**config.mk**
```make
export PLATFORM = sky130hd
export DESIGN_NAME = ack_dur_table_gen
export DESIGN_NICKNAME = d
export VERILOG_FILES = /design/src/rtl/ackdur_pkg.sv /design/src/rtl/ackdur_rate_map.sv /design/src/rtl/ackdur_calc.sv /design/src/rtl/ackdur_table.sv /design/src/rtl/ack_dur_table_gen.sv
export SDC_FILE = /design/constraint.sdc
export NUM_CORES = 1
export LEC_CHECK = 0
export ABC_AREA = 0
export ABC_CLOCK_PERIOD_IN_PS = 2700
export BUFFER_PORTS_ARGS = -buffer_cell sky130_fd_sc_hd__buf_2
export CORE_MARGIN = 2
export CORE_UTILIZATION = 65
export CTS_BUF_LIST = sky130_fd_sc_hd__clkbuf_4 sky130_fd_sc_hd__clkbuf_8
export DETAILED_ROUTE_END_ITERATION = 10
export PLACE_DENSITY_LB_ADDON = 0.3
export SLEW_MARGIN = 20
export SYNTH_ARGS = -nofsm -noshare
export SYNTH_HDL_FRONTEND = slang
export SYNTH_SLANG_ARGS = --single-unit
```
**constraint.sdc**
```tcl
create_clock -name clk -period 2.7 [get_ports clk]
set_input_delay 0.27 -clock clk [delete_from_list [all_inputs] [get_ports clk]]
set_output_delay 0.27 -clock clk [all_outputs]
set_load 0.05 [all_outputs]
```
**src/rtl/ackdur_pkg.sv**
```systemverilog
package ackdur_pkg;

    localparam int NRATES   = 12;
    localparam int NCCK     = 4;
    localparam int RIDX_W   = $clog2(NRATES);
    localparam int NSLOTS   = 2 * NRATES;
    localparam int SLOT_W   = $clog2(NSLOTS);

    localparam int CCK_SIFS_US   = 10;
    localparam int CCK_PRE_US    = 192;
    localparam int OFDM_SIFS_US  = 16;
    localparam int OFDM_PRE_US   = 20;
    localparam int OFDM_SYM_US   = 4;
    localparam int OFDM_HDR_BITS = 22;

    typedef enum logic [1:0] {SQ_IDLE, SQ_REQ, SQ_WAIT, SQ_DUP} seq_e;
    typedef enum logic [1:0] {CL_IDLE, CL_RUN, CL_HOLD} calc_e;

    function automatic int rate_100k(input logic [RIDX_W-1:0] idx);
        case (idx)
            4'd0:    rate_100k = 10;
            4'd1:    rate_100k = 20;
            4'd2:    rate_100k = 55;
            4'd3:    rate_100k = 110;
            4'd4:    rate_100k = 60;
            4'd5:    rate_100k = 90;
            4'd6:    rate_100k = 120;
            4'd7:    rate_100k = 180;
            4'd8:    rate_100k = 240;
            4'd9:    rate_100k = 360;
            4'd10:   rate_100k = 480;
            default: rate_100k = 540;
        endcase
    endfunction

endpackage

```
**src/rtl/ackdur_rate_map.sv**
```systemverilog
module ackdur_rate_map
    import ackdur_pkg::*;
(
    input  logic [RIDX_W-1:0] tx_idx,
    input  logic              hi_mode,
    output logic [RIDX_W-1:0] ack_idx,
    output logic              dual_slot
);

    always_comb begin
        if (!hi_mode) begin
            ack_idx = (int'(tx_idx) < NCCK) ? RIDX_W'(0) : RIDX_W'(NCCK);
        end else begin
            case (tx_idx)
                4'd0:       ack_idx = 4'd0;
                4'd1, 4'd2,
                4'd3:       ack_idx = 4'd1;
                4'd4, 4'd5: ack_idx = 4'd4;
                4'd6, 4'd7: ack_idx = 4'd6;
                default:    ack_idx = 4'd8;
            endcase
        end
        dual_slot = (tx_idx != '0) && (int'(tx_idx) < NCCK);
    end

endmodule

```
**src/rtl/ackdur_calc.sv**
```systemverilog
module ackdur_calc
    import ackdur_pkg::*;
#(
    parameter int DUR_W     = 16,
    parameter int ACK_BYTES = 10
) (
    input  logic              clk,
    input  logic              rst_n,
    input  logic              in_valid,
    output logic              in_ready,
    input  logic [RIDX_W-1:0] in_rate,
    output logic              out_valid,
    input  logic              out_ready,
    output logic [DUR_W-1:0]  out_dur
);

    localparam int NUM_MAX = (OFDM_HDR_BITS + 8 * ACK_BYTES) * 10;
    localparam int NUM_W   = $clog2(NUM_MAX + 1);
    localparam int DIV_W   = 12;
    localparam int REM_W   = ((NUM_W > DIV_W) ? NUM_W : DIV_W) + 2;
    localparam int Q_W     = NUM_W;

    typedef struct packed {
        calc_e                    st;
        logic signed [REM_W-1:0]  rem;
        logic [DIV_W-1:0]         div;
        logic [Q_W-1:0]           quo;
        logic                     cck;
        logic [DUR_W-1:0]         dur;
    } calc_s;

    calc_s c_q, c_d;

    always_comb begin
        c_d = c_q;
        case (c_q.st)
            CL_IDLE: begin
                if (in_valid) begin
                    c_d.cck = int'(in_rate) < NCCK;
                    c_d.rem = c_d.cck ? REM_W'(8 * ACK_BYTES * 10)
                                      : REM_W'(NUM_MAX);
                    c_d.div = c_d.cck ? DIV_W'(rate_100k(in_rate))
                                      : DIV_W'(rate_100k(in_rate) * OFDM_SYM_US);
                    c_d.quo = '0;
                    c_d.st  = CL_RUN;
                end
            end
            CL_RUN: begin
                if (c_q.rem > 0) begin
                    c_d.rem = c_q.rem - REM_W'($signed({1'b0, c_q.div}));
                    c_d.quo = c_q.quo + Q_W'(1);
                end else begin
                    c_d.dur = c_q.cck
                        ? DUR_W'(CCK_SIFS_US + CCK_PRE_US) + DUR_W'(c_q.quo)
                        : DUR_W'(OFDM_SIFS_US + OFDM_PRE_US)
                          + DUR_W'(c_q.quo) * DUR_W'(OFDM_SYM_US);
                    c_d.st  = CL_HOLD;
                end
            end
            CL_HOLD: begin
                if (out_ready) c_d.st = CL_IDLE;
            end
            default: c_d.st = CL_IDLE;
        endcase
    end

    always_ff @(posedge clk or negedge rst_n) begin
        if (!rst_n) c_q <= '{st: CL_IDLE, default: '0};
        else        c_q <= c_d;
    end

    assign in_ready  = (c_q.st == CL_IDLE);
    assign out_valid = (c_q.st == CL_HOLD);
    assign out_dur   = c_q.dur;

    // a presented result stays put until it is taken
    p_hold_stable_r6: assert property (@(posedge clk) disable iff (!rst_n)
        (out_valid && !out_ready) |=> (out_valid && $stable(out_dur)));

    // the divider never runs with a zero divisor
    p_div_nonzero_r5: assert property (@(posedge clk) disable iff (!rst_n)
        (c_q.st == CL_RUN) |-> (c_q.div != '0));

endmodule

```
**src/rtl/ackdur_table.sv**
```systemverilog
module ackdur_table #(
    parameter int DEPTH = 24,
    parameter int DW    = 16,
    parameter int AW    = 5
) (
    input  logic          clk,
    input  logic          rst_n,
    input  logic          we,
    input  logic [AW-1:0] waddr,
    input  logic [DW-1:0] wdata,
    input  logic [AW-1:0] raddr,
    output logic [DW-1:0] rdata
);

    logic [DW-1:0] slot_q [DEPTH];

    for (genvar g = 0; g < DEPTH; g++) begin : g_slot
        logic [DW-1:0] slot_d;
        always_comb begin
            slot_d = slot_q[g];
            if (we && (int'(waddr) == g)) slot_d = wdata;
        end
        always_ff @(posedge clk or negedge rst_n) begin
            if (!rst_n) slot_q[g] <= '0;
            else        slot_q[g] <= slot_d;
        end
    end

    always_comb begin
        rdata = '0;
        if (int'(raddr) < DEPTH) rdata = slot_q[raddr];
    end

    // every write lands inside the table
    p_wr_in_range_r7: assert property (@(posedge clk) disable iff (!rst_n)
        we |-> (int'(waddr) < DEPTH));

endmodule

```
**src/rtl/ack_dur_table_gen.sv**
```systemverilog
module ack_dur_table_gen
    import ackdur_pkg::*;
#(
    parameter int DUR_W     = 16,
    parameter int ACK_BYTES = 10
) (
    input  logic              clk,
    input  logic              rst_n,
    input  logic              start,
    input  logic              ack_hi_en,
    output logic              busy,
    output logic              done,
    input  logic [SLOT_W-1:0] rd_addr,
    output logic [DUR_W-1:0]  rd_data
);

    localparam logic [RIDX_W-1:0] LAST_IDX = RIDX_W'(NRATES - 1);

    typedef struct packed {
        seq_e              st;
        logic [RIDX_W-1:0] idx;
        logic              hi;
        logic              done;
        logic [DUR_W-1:0]  dur;
    } seq_s;

    seq_s s_q, s_d;

    logic [RIDX_W-1:0] ack_idx;
    logic              dual_slot;
    logic              calc_in_valid, calc_in_ready;
    logic              calc_out_valid, calc_out_ready;
    logic [DUR_W-1:0]  calc_dur;
    logic              tbl_we;
    logic [SLOT_W-1:0] tbl_waddr;
    logic [DUR_W-1:0]  tbl_wdata;

    ackdur_rate_map i_map (
        .tx_idx    (s_q.idx),
        .hi_mode   (s_q.hi),
        .ack_idx   (ack_idx),
        .dual_slot (dual_slot)
    );

    ackdur_calc #(.DUR_W(DUR_W), .ACK_BYTES(ACK_BYTES)) i_calc (
        .clk       (clk),
        .rst_n     (rst_n),
        .in_valid  (calc_in_valid),
        .in_ready  (calc_in_ready),
        .in_rate   (ack_idx),
        .out_valid (calc_out_valid),
        .out_ready (calc_out_ready),
        .out_dur   (calc_dur)
    );

    ackdur_table #(.DEPTH(NSLOTS), .DW(DUR_W), .AW(SLOT_W)) i_tbl (
        .clk   (clk),
        .rst_n (rst_n),
        .we    (tbl_we),
        .waddr (tbl_waddr),
        .wdata (tbl_wdata),
        .raddr (rd_addr),
        .rdata (rd_data)
    );

    always_comb begin
        s_d            = s_q;
        s_d.done       = 1'b0;
        calc_in_valid  = 1'b0;
        calc_out_ready = 1'b0;
        tbl_we         = 1'b0;
        tbl_waddr      = SLOT_W'(s_q.idx);
        tbl_wdata      = calc_dur;
        case (s_q.st)
            SQ_IDLE: begin
                if (start) begin
                    s_d.st  = SQ_REQ;
                    s_d.idx = '0;
                    s_d.hi  = ack_hi_en;
                end
            end
            SQ_REQ: begin
                calc_in_valid = 1'b1;
                if (calc_in_ready) s_d.st = SQ_WAIT;
            end
            SQ_WAIT: begin
                calc_out_ready = 1'b1;
                if (calc_out_valid) begin
                    tbl_we  = 1'b1;
                    s_d.dur = calc_dur;
                    if (dual_slot) begin
                        s_d.st = SQ_DUP;
                    end else if (s_q.idx == LAST_IDX) begin
                        s_d.st   = SQ_IDLE;
                        s_d.done = 1'b1;
                    end else begin
                        s_d.idx = s_q.idx + RIDX_W'(1);
                        s_d.st  = SQ_REQ;
                    end
                end
            end
            SQ_DUP: begin
                tbl_we    = 1'b1;
                tbl_waddr = SLOT_W'(s_q.idx) + SLOT_W'(NRATES);
                tbl_wdata = s_q.dur;
                if (s_q.idx == LAST_IDX) begin
                    s_d.st   = SQ_IDLE;
                    s_d.done = 1'b1;
                end else begin
                    s_d.idx = s_q.idx + RIDX_W'(1);
                    s_d.st  = SQ_REQ;
                end
            end
            default: s_d.st = SQ_IDLE;
        endcase
    end

    always_ff @(posedge clk or negedge rst_n) begin
        if (!rst_n) s_q <= '{st: SQ_IDLE, default: '0};
        else        s_q <= s_d;
    end

    assign busy = (s_q.st != SQ_IDLE);
    assign done = s_q.done;

    // done lasts a single cycle
    p_done_pulse_r8: assert property (@(posedge clk) disable iff (!rst_n)
        done |=> !done);

    // the walk is over when done shows
    p_done_idle_r8: assert property (@(posedge clk) disable iff (!rst_n)
        done |-> !busy);

    // the latched mode holds for the whole walk
    p_mode_held_r10: assert property (@(posedge clk) disable iff (!rst_n)
        (busy && $past(busy)) |-> $stable(s_q.hi));

    // a first-slot write only happens with a calculator result in hand
    p_wr_after_resp_r5: assert property (@(posedge clk) disable iff (!rst_n)
        (tbl_we && s_q.st != SQ_DUP) |-> calc_out_valid);

    // the index stays in range during a walk
    p_idx_range_r3: assert property (@(posedge clk) disable iff (!rst_n)
        busy |-> (int'(s_q.idx) < NRATES));

endmodule

```
=== Word level (Yosys, flattened, before mapping) ===
Memories as Yosys holds them, arrays and structs flattened.
Cells that the tools add are included.
Widths: inputs -> output; s select.

* Equal/unequal tests: 37
* $lt $le $gt $ge: 5
* Add/sub/neg operators: 6
* Reduce and logical (&&, ||, !) cells: 40
* Muxes and demuxes: 37
* Bitwise gates (word level): 2

{| class="wikitable"
|+ Operator list
! cell !! number
|-
| $bmux 16 s5 || 1
|-
| $eq 5x5->1 const B || 16
|-
| $mux 16 || 5
|-
| $mux 39 || 1
|-
| $pmux 14 s2 || 1
|-
| $logic_and 1x1->1 || 25
|-
| $eq 5x4->1 const B || 4
|-
| $pmux 10 s2 || 1
|-
| $mux 17 || 1
|-
| $mux 4 || 4
|-
| $gt 14x1->1 const B || 1
|-
| $mux 14 || 1
|-
| $sub 14x13->14 || 1
|-
| $add 6x12->13 const A || 1
|-
| $mux 12 || 1
|-
| $ne 2x2->1 const B || 6
|-
| $pmux 4 s3 || 1
|-
| $add 8x10->11 const A || 1
|-
| $add 10x1->10 const B || 1
|-
| $eq 5x3->1 const B || 2
|-
| $mux 10 || 1
|-
| $reduce_and 3->1 || 3
|-
| $lt 4x3->1 const B || 2
|-
| $mux 2 || 4
|-
| 27 further kinds || 42
|}

* ROM bits: 344
* Logic and storage cells: 165
* Register bits: 463
* Output and inout port bits: 18
* Memories kept: 3
* Bits of input ports: 9

{| class="wikitable"
|+ Memories
! name !! depth !! width !! rd ports !! clocked after memory_dff !! write ports !! RTL line !! text
|-
| (no name shown) || 16 || 10 || 1 || 0 || 0 || ackdur_pkg.sv:20 || <nowiki>case (idx)</nowiki>
|-
| (no name shown) || 16 || 10 || 1 || 0 || 0 || ackdur_pkg.sv:20 ||
|-
| (no name shown) || 8 || 3 || 1 || 0 || 0 || ackdur_rate_map.sv:14 || <nowiki>case (tx_idx)</nowiki>
|}

=== Logic depth before layout (Yosys ltp) ===
* Depth in word-level cells: 7
* Mapped depth: 11
* Gate-level depth less buffers: 9

=== Modules after synthesis ===
Synthesis repeated with hierarchy kept, for this count alone.

* Cells, all modules: 1,596
* Area, all modules: 22,429.0 um^2

{| class="wikitable"
|+ Modules (own cells, without submodules)
! module !! instances !! area each (um^2) !! sequential area each (um^2) !! cells each
|-
| ackdur_table || 1 || 17,614.4 || 9,609.2 || 1,085
|-
| ackdur_calc || 1 || 3,404.5 || 1,301.2 || 393
|-
| ack_dur_table_gen || 1 || 1,345.0 || 600.6 || 111
|-
| ackdur_rate_map || 1 || 65.1 || 0.0 || 7
|}

=== Worst setup path after synthesis ===
No wires, ideal clock.

* Path kind: in2out
* Start: input rd_addr[1]
* End: output rd_data[10]
* Arrival: 2,431 ps
* Stages on the path: 6
* Setup slack: -1 ps
* Required time: 2,430 ps
* Path buffers: 3
* Path through: clkbuf_1 buf_2 clkbuf_1 mux4_2 mux2i_1 o21ai_0

* Longest elaborated chain between the ends: 5
* Elaborated cells between the ends (all ways): 6
* Those cells by class: order compare (1); mux (4); bitwise (1)

{| class="wikitable"
|+ Ends and longest elaborated chain
! element !! RTL line !! text
|-
| start, declared || ack_dur_table_gen.sv:13 || <nowiki>input logic [SLOT_W-1:0] rd_addr,</nowiki>
|-
| $not 5->6 (implied by the code) || ackdur_table.sv:31 || <nowiki>if (int'(raddr) < DEPTH) rdata = slot_q[raddr];</nowiki>
|-
| $bmux 16 s5 || ackdur_table.sv:31 ||
|-
| $mux 16 (implied by the code) (2 in a row) || ackdur_table.sv:31 ||
|-
| $mux 16 * || ackdur_table.sv:31 ||
|-
| end, declared || ack_dur_table_gen.sv:14 || <nowiki>output logic [DUR_W-1:0] rd_data</nowiki>
|}

Every way passes the cells marked *; elsewhere a longest branch is shown, timed or not. The select of a mux whose other input is x is not followed.

=== Final worst setup path ===
* Start: register i_tbl.slot_q[263] (netlist bit)
* End: output rd_data[7]

* Longest elaborated chain between the ends: 4

{| class="wikitable"
|+ Ends and longest elaborated chain
! element !! RTL line !! text
|-
| start, declared || ackdur_table.sv:15 || <nowiki>logic [DW-1:0] slot_q [DEPTH];</nowiki>
|-
| start signal, assigned by index || ackdur_table.sv:25 || <nowiki>else slot_q[g] <= slot_d;</nowiki>
|-
| $bmux 16 s5 || ackdur_table.sv:31 ||
|-
| $mux 16 (implied by the code) (2 in a row) || ackdur_table.sv:31 ||
|-
| $mux 16 || ackdur_table.sv:31 ||
|}

Every way passes these cells. The select of a mux whose other input is x is not followed.

==> impl_metrics.json <==
{
  "outcome": "complete, no violations",
  "synth_cells": 1726,
  "synthFlopType": "dfrtp_1",
  "synth_xor_xnor_area_share_pct": 1.19,
  "rsz0062_at_grt": "false",
  "die_area_sq_um": 29600,
  "die_x_um": 172,
  "holdCritPathClass": "input port to flip-flop",
  "drive_gt1_share_pct": 19.9,
  "tns_ns": 0,
  "critPathMaxFanout": 2,
  "drv_slew": 0,
  "synth.distinct_cells": 63,
  "met3_length_um": 3140,
  "die_y_um": 172,
  "cts_setup_buffers": 0,
  "layout_common_cells": "dfrtp_1 (385), nor2_1 (250), a21oi_1 (214)",
  "cts_tree": "done",
  "worst_pin_slew_ns": 0.663,
  "max_freq_mhz": 385,
  "synthAdderAreaFrac_pct": 1.95,
  "syn_to_final_growth_pct": 10.9,
  "synth_top_family_by_area": "compound AO/OA/AOI/OAI gates",
  "dp_hpwl_um": 28000,
  "port_buffers": 23,
  "grt_overflow": 0,
  "clockBufferDepth": 3,
  "initial_core_util_pct": 66.2,
  "cts-root-buf": "clkbuf_8",
  "path_class": "flip-flop to output pin",
  "grt_usage_pct": 31.0,
  "grt_max_degree": 97,
  "slowest_delay_ns": 0.48,
  "fin_crit_sh_pct": 96.1,
  "core-area_sq_um": 27800,
  "routedWlPerCell_um": 20.4,
  "ir_worst_vdd_mv": 0.798,
  "io_pins": 27,
  "crit_chain": "mux4_2 -> mux2i_1 -> o22a_1 -> o21ai_1 -> buf_2",
  "htreeDepth": 2,
  "clk_pin_slew_worst_paths_ns": 0.06,
  "clock_sinks": 385,
  "grt_pass1_wl_um": 70900,
  "whs_ns": 0.0623,
  "drv_cap": 0,
  "wirelength_um": 44200,
  "slew_headroom_pct": 55.4,
  "synth_compound_area_share_pct": 14.9,
  "wl_met2_um": 20900,
  "clock_latency_ns": 0.62,
  "dr.pass1.iters": 6,
  "drc_errors": 0,
  "fin_crit_ns": 2.59,
  "timing.final.hold_violations": 0,
  "ys_seq_area_share_pct": 52.4,
  "ant_nets": 0,
  "syn_area_sq_um": 18400,
  "rows": 61,
  "critical_path_required_ns": 2.43,
  "crit_path_start_kind": "flip-flop",
  "rrSetupSlack_ns": 0.23,
  "finClkSkew_ns": 0.0336,
  "leakagePower_uw": 0.00915,
  "first_global_vias": 13600,
  "cp-end-kind": "output pin",
  "vias": 13500,
  "powerDensity_nw_per_um2": 992,
  "gp_congestion": 0.879,
  "syn_avg_cell_area_sq_um": 10.6,
  "maxUsedRoutingLayer": "met4",
  "numCtsBuffers": 61,
  "crit_buf_inv": 1,
  "wl_met1_um": 18500,
  "final_common_cell": "dfrtp_1",
  "first_iter_violations": 1384,
  "cpMaxStageDelayCell": "mux4_2",
  "diodes": 0,
  "setup_viol": 0,
  "crit_family": "multiplexers",
  "synth_edf_count": 0,
  "synthArstFlopShare_pct": 100,
  "synth_mux_area_share_pct": 13.5,
  "yosysWarningCount": 0,
  "antenna_found_initial": 0,
  "ys_ff_latch": 385,
  "nets": 1778,
  "vias_per_cell": 6.22,
  "synth_simple_gate_area_share_pct": 11.4,
  "worstPathArrival_ns": 2.32
}
[routing by layer]
metal	global-route usage (%)	up-vias
li1	-	6066
met1	42.7	6789
met2	49.6	521
met3	5.36	120
met4	12.8	0
met5	0	-
[area by class of cell]
cell class / instances / area, sq um
inverters: 26 / 97.6
clock inverters: 11 / 97.6
multi-input cells: 1172 / 7950
fillers: 1861 / 7390
flip-flops and latches: 385 / 9630
well taps: 378 / 473
repair buffers: 95 / 838
clock buffers: 102 / 1300
[worst min-delay path, delay by kind of cell]
family,cells,cell delay [ns]
and+or+nand+nor,3,0.25
buffers and inverters,1,0.11
[logic make-up (layout without fill, tap and decap cells)]
kind of cell,count (synthesis),count (layout)
simple gates,500,500
buf+inv,171,234
fa+ha+maj,28,28
other cells,1,3
compound gates,468,468
mux,148,148
flops,385,385
xor+xnor,25,25
[synthesized netlist by cell type, types with 4 or more instances]
| cell | count | share of area (%) |
|---|---|---|
| a21oi_2 | 18 | 0.86 |
| mux2_2 | 14 | 0.86 |
| nand2b_1 | 11 | 0.37 |
| xnor2_1 | 20 | 0.95 |
| nor4_1 | 4 | 0.14 |
| mux2i_1 | 56 | 3.1 |
| nand4_1 | 6 | 0.20 |
| clkbuf_1 | 63 | 1.3 |
| nor2_1 | 250 | 5.1 |
| inv_1 | 25 | 0.51 |
| dfrtp_1 | 385 | 52 |
| o31ai_1 | 5 | 0.20 |
| and2_1 | 6 | 0.20 |
| ha_1 | 27 | 1.8 |
| a21boi_4 | 8 | 0.82 |
| nor3_1 | 14 | 0.38 |
| nand3_1 | 19 | 0.52 |
| a211oi_1 | 4 | 0.16 |
| buf_2 | 43 | 1.2 |
| buf_4 | 22 | 0.90 |
| o21a_1 | 6 | 0.25 |
| and2_2 | 4 | 0.16 |
| xor2_1 | 5 | 0.24 |
| buf_6 | 11 | 0.67 |
| a22o_1 | 4 | 0.19 |
| nand2_1 | 162 | 3.3 |
| o22a_1 | 17 | 0.81 |
| nor2b_1 | 6 | 0.20 |
| o21ai_0 | 153 | 4.2 |
| o21ai_1 | 8 | 0.22 |
| mux4_2 | 78 | 9.6 |
| buf_1 | 6 | 0.12 |
| a21oi_1 | 214 | 5.8 |
[flip-flops by register name, indices dropped and copies added, names as in the netlist]
register / cells
i_tbl.slot_q: 312
i_calc.out_dur: 13
s_q: 20
i_calc.c_q: 39
done: 1
[path summary, 6_finish.rpt]
check	cells past startpoint	to	from
max	5	rd_data[7]	i_tbl.slot_q[263]
min	4	s_q[17]	start
max reg2reg	7	i_tbl.slot_q[218]	s_q[20]
min reg2reg	2	i_tbl.slot_q[292]	i_tbl.slot_q[292]
max in group asynchronous	3	i_tbl.slot_q[138]	rst_n
min in group asynchronous	2	i_tbl.slot_q[5]	rst_n
[timing repair]
item,4_1_cts,5_1_grt
hold buffers,2,0
gates resized for setup,0,1
hold endpoints to repair,53,0
setup endpoints to repair,0,1
[power by group]
part	internal, uW	switching, uW	leakage, uW
Combinational	2650	3820	0.00325
Sequential	7260	1020	0.00516
Clock	3130	2330	0.000742
[per-stage QoR]
stage               cell area, sq um  power [uW]  worst slack, ns  utilization (%)  std cells
floorplan                      18400       12800          0.00191                -       1728
global placement               19000       14400            0.391             68.3       2054
detailed placement             19000       14700            0.262             68.3       2054
CTS                            20400       20200            0.113             73.4       2169
global route                   20400       21400           0.0615             73.4       2169
finish                         20400       20200            0.106             73.4       2169
No activity file was read; power rests on OpenSTA's default activity.
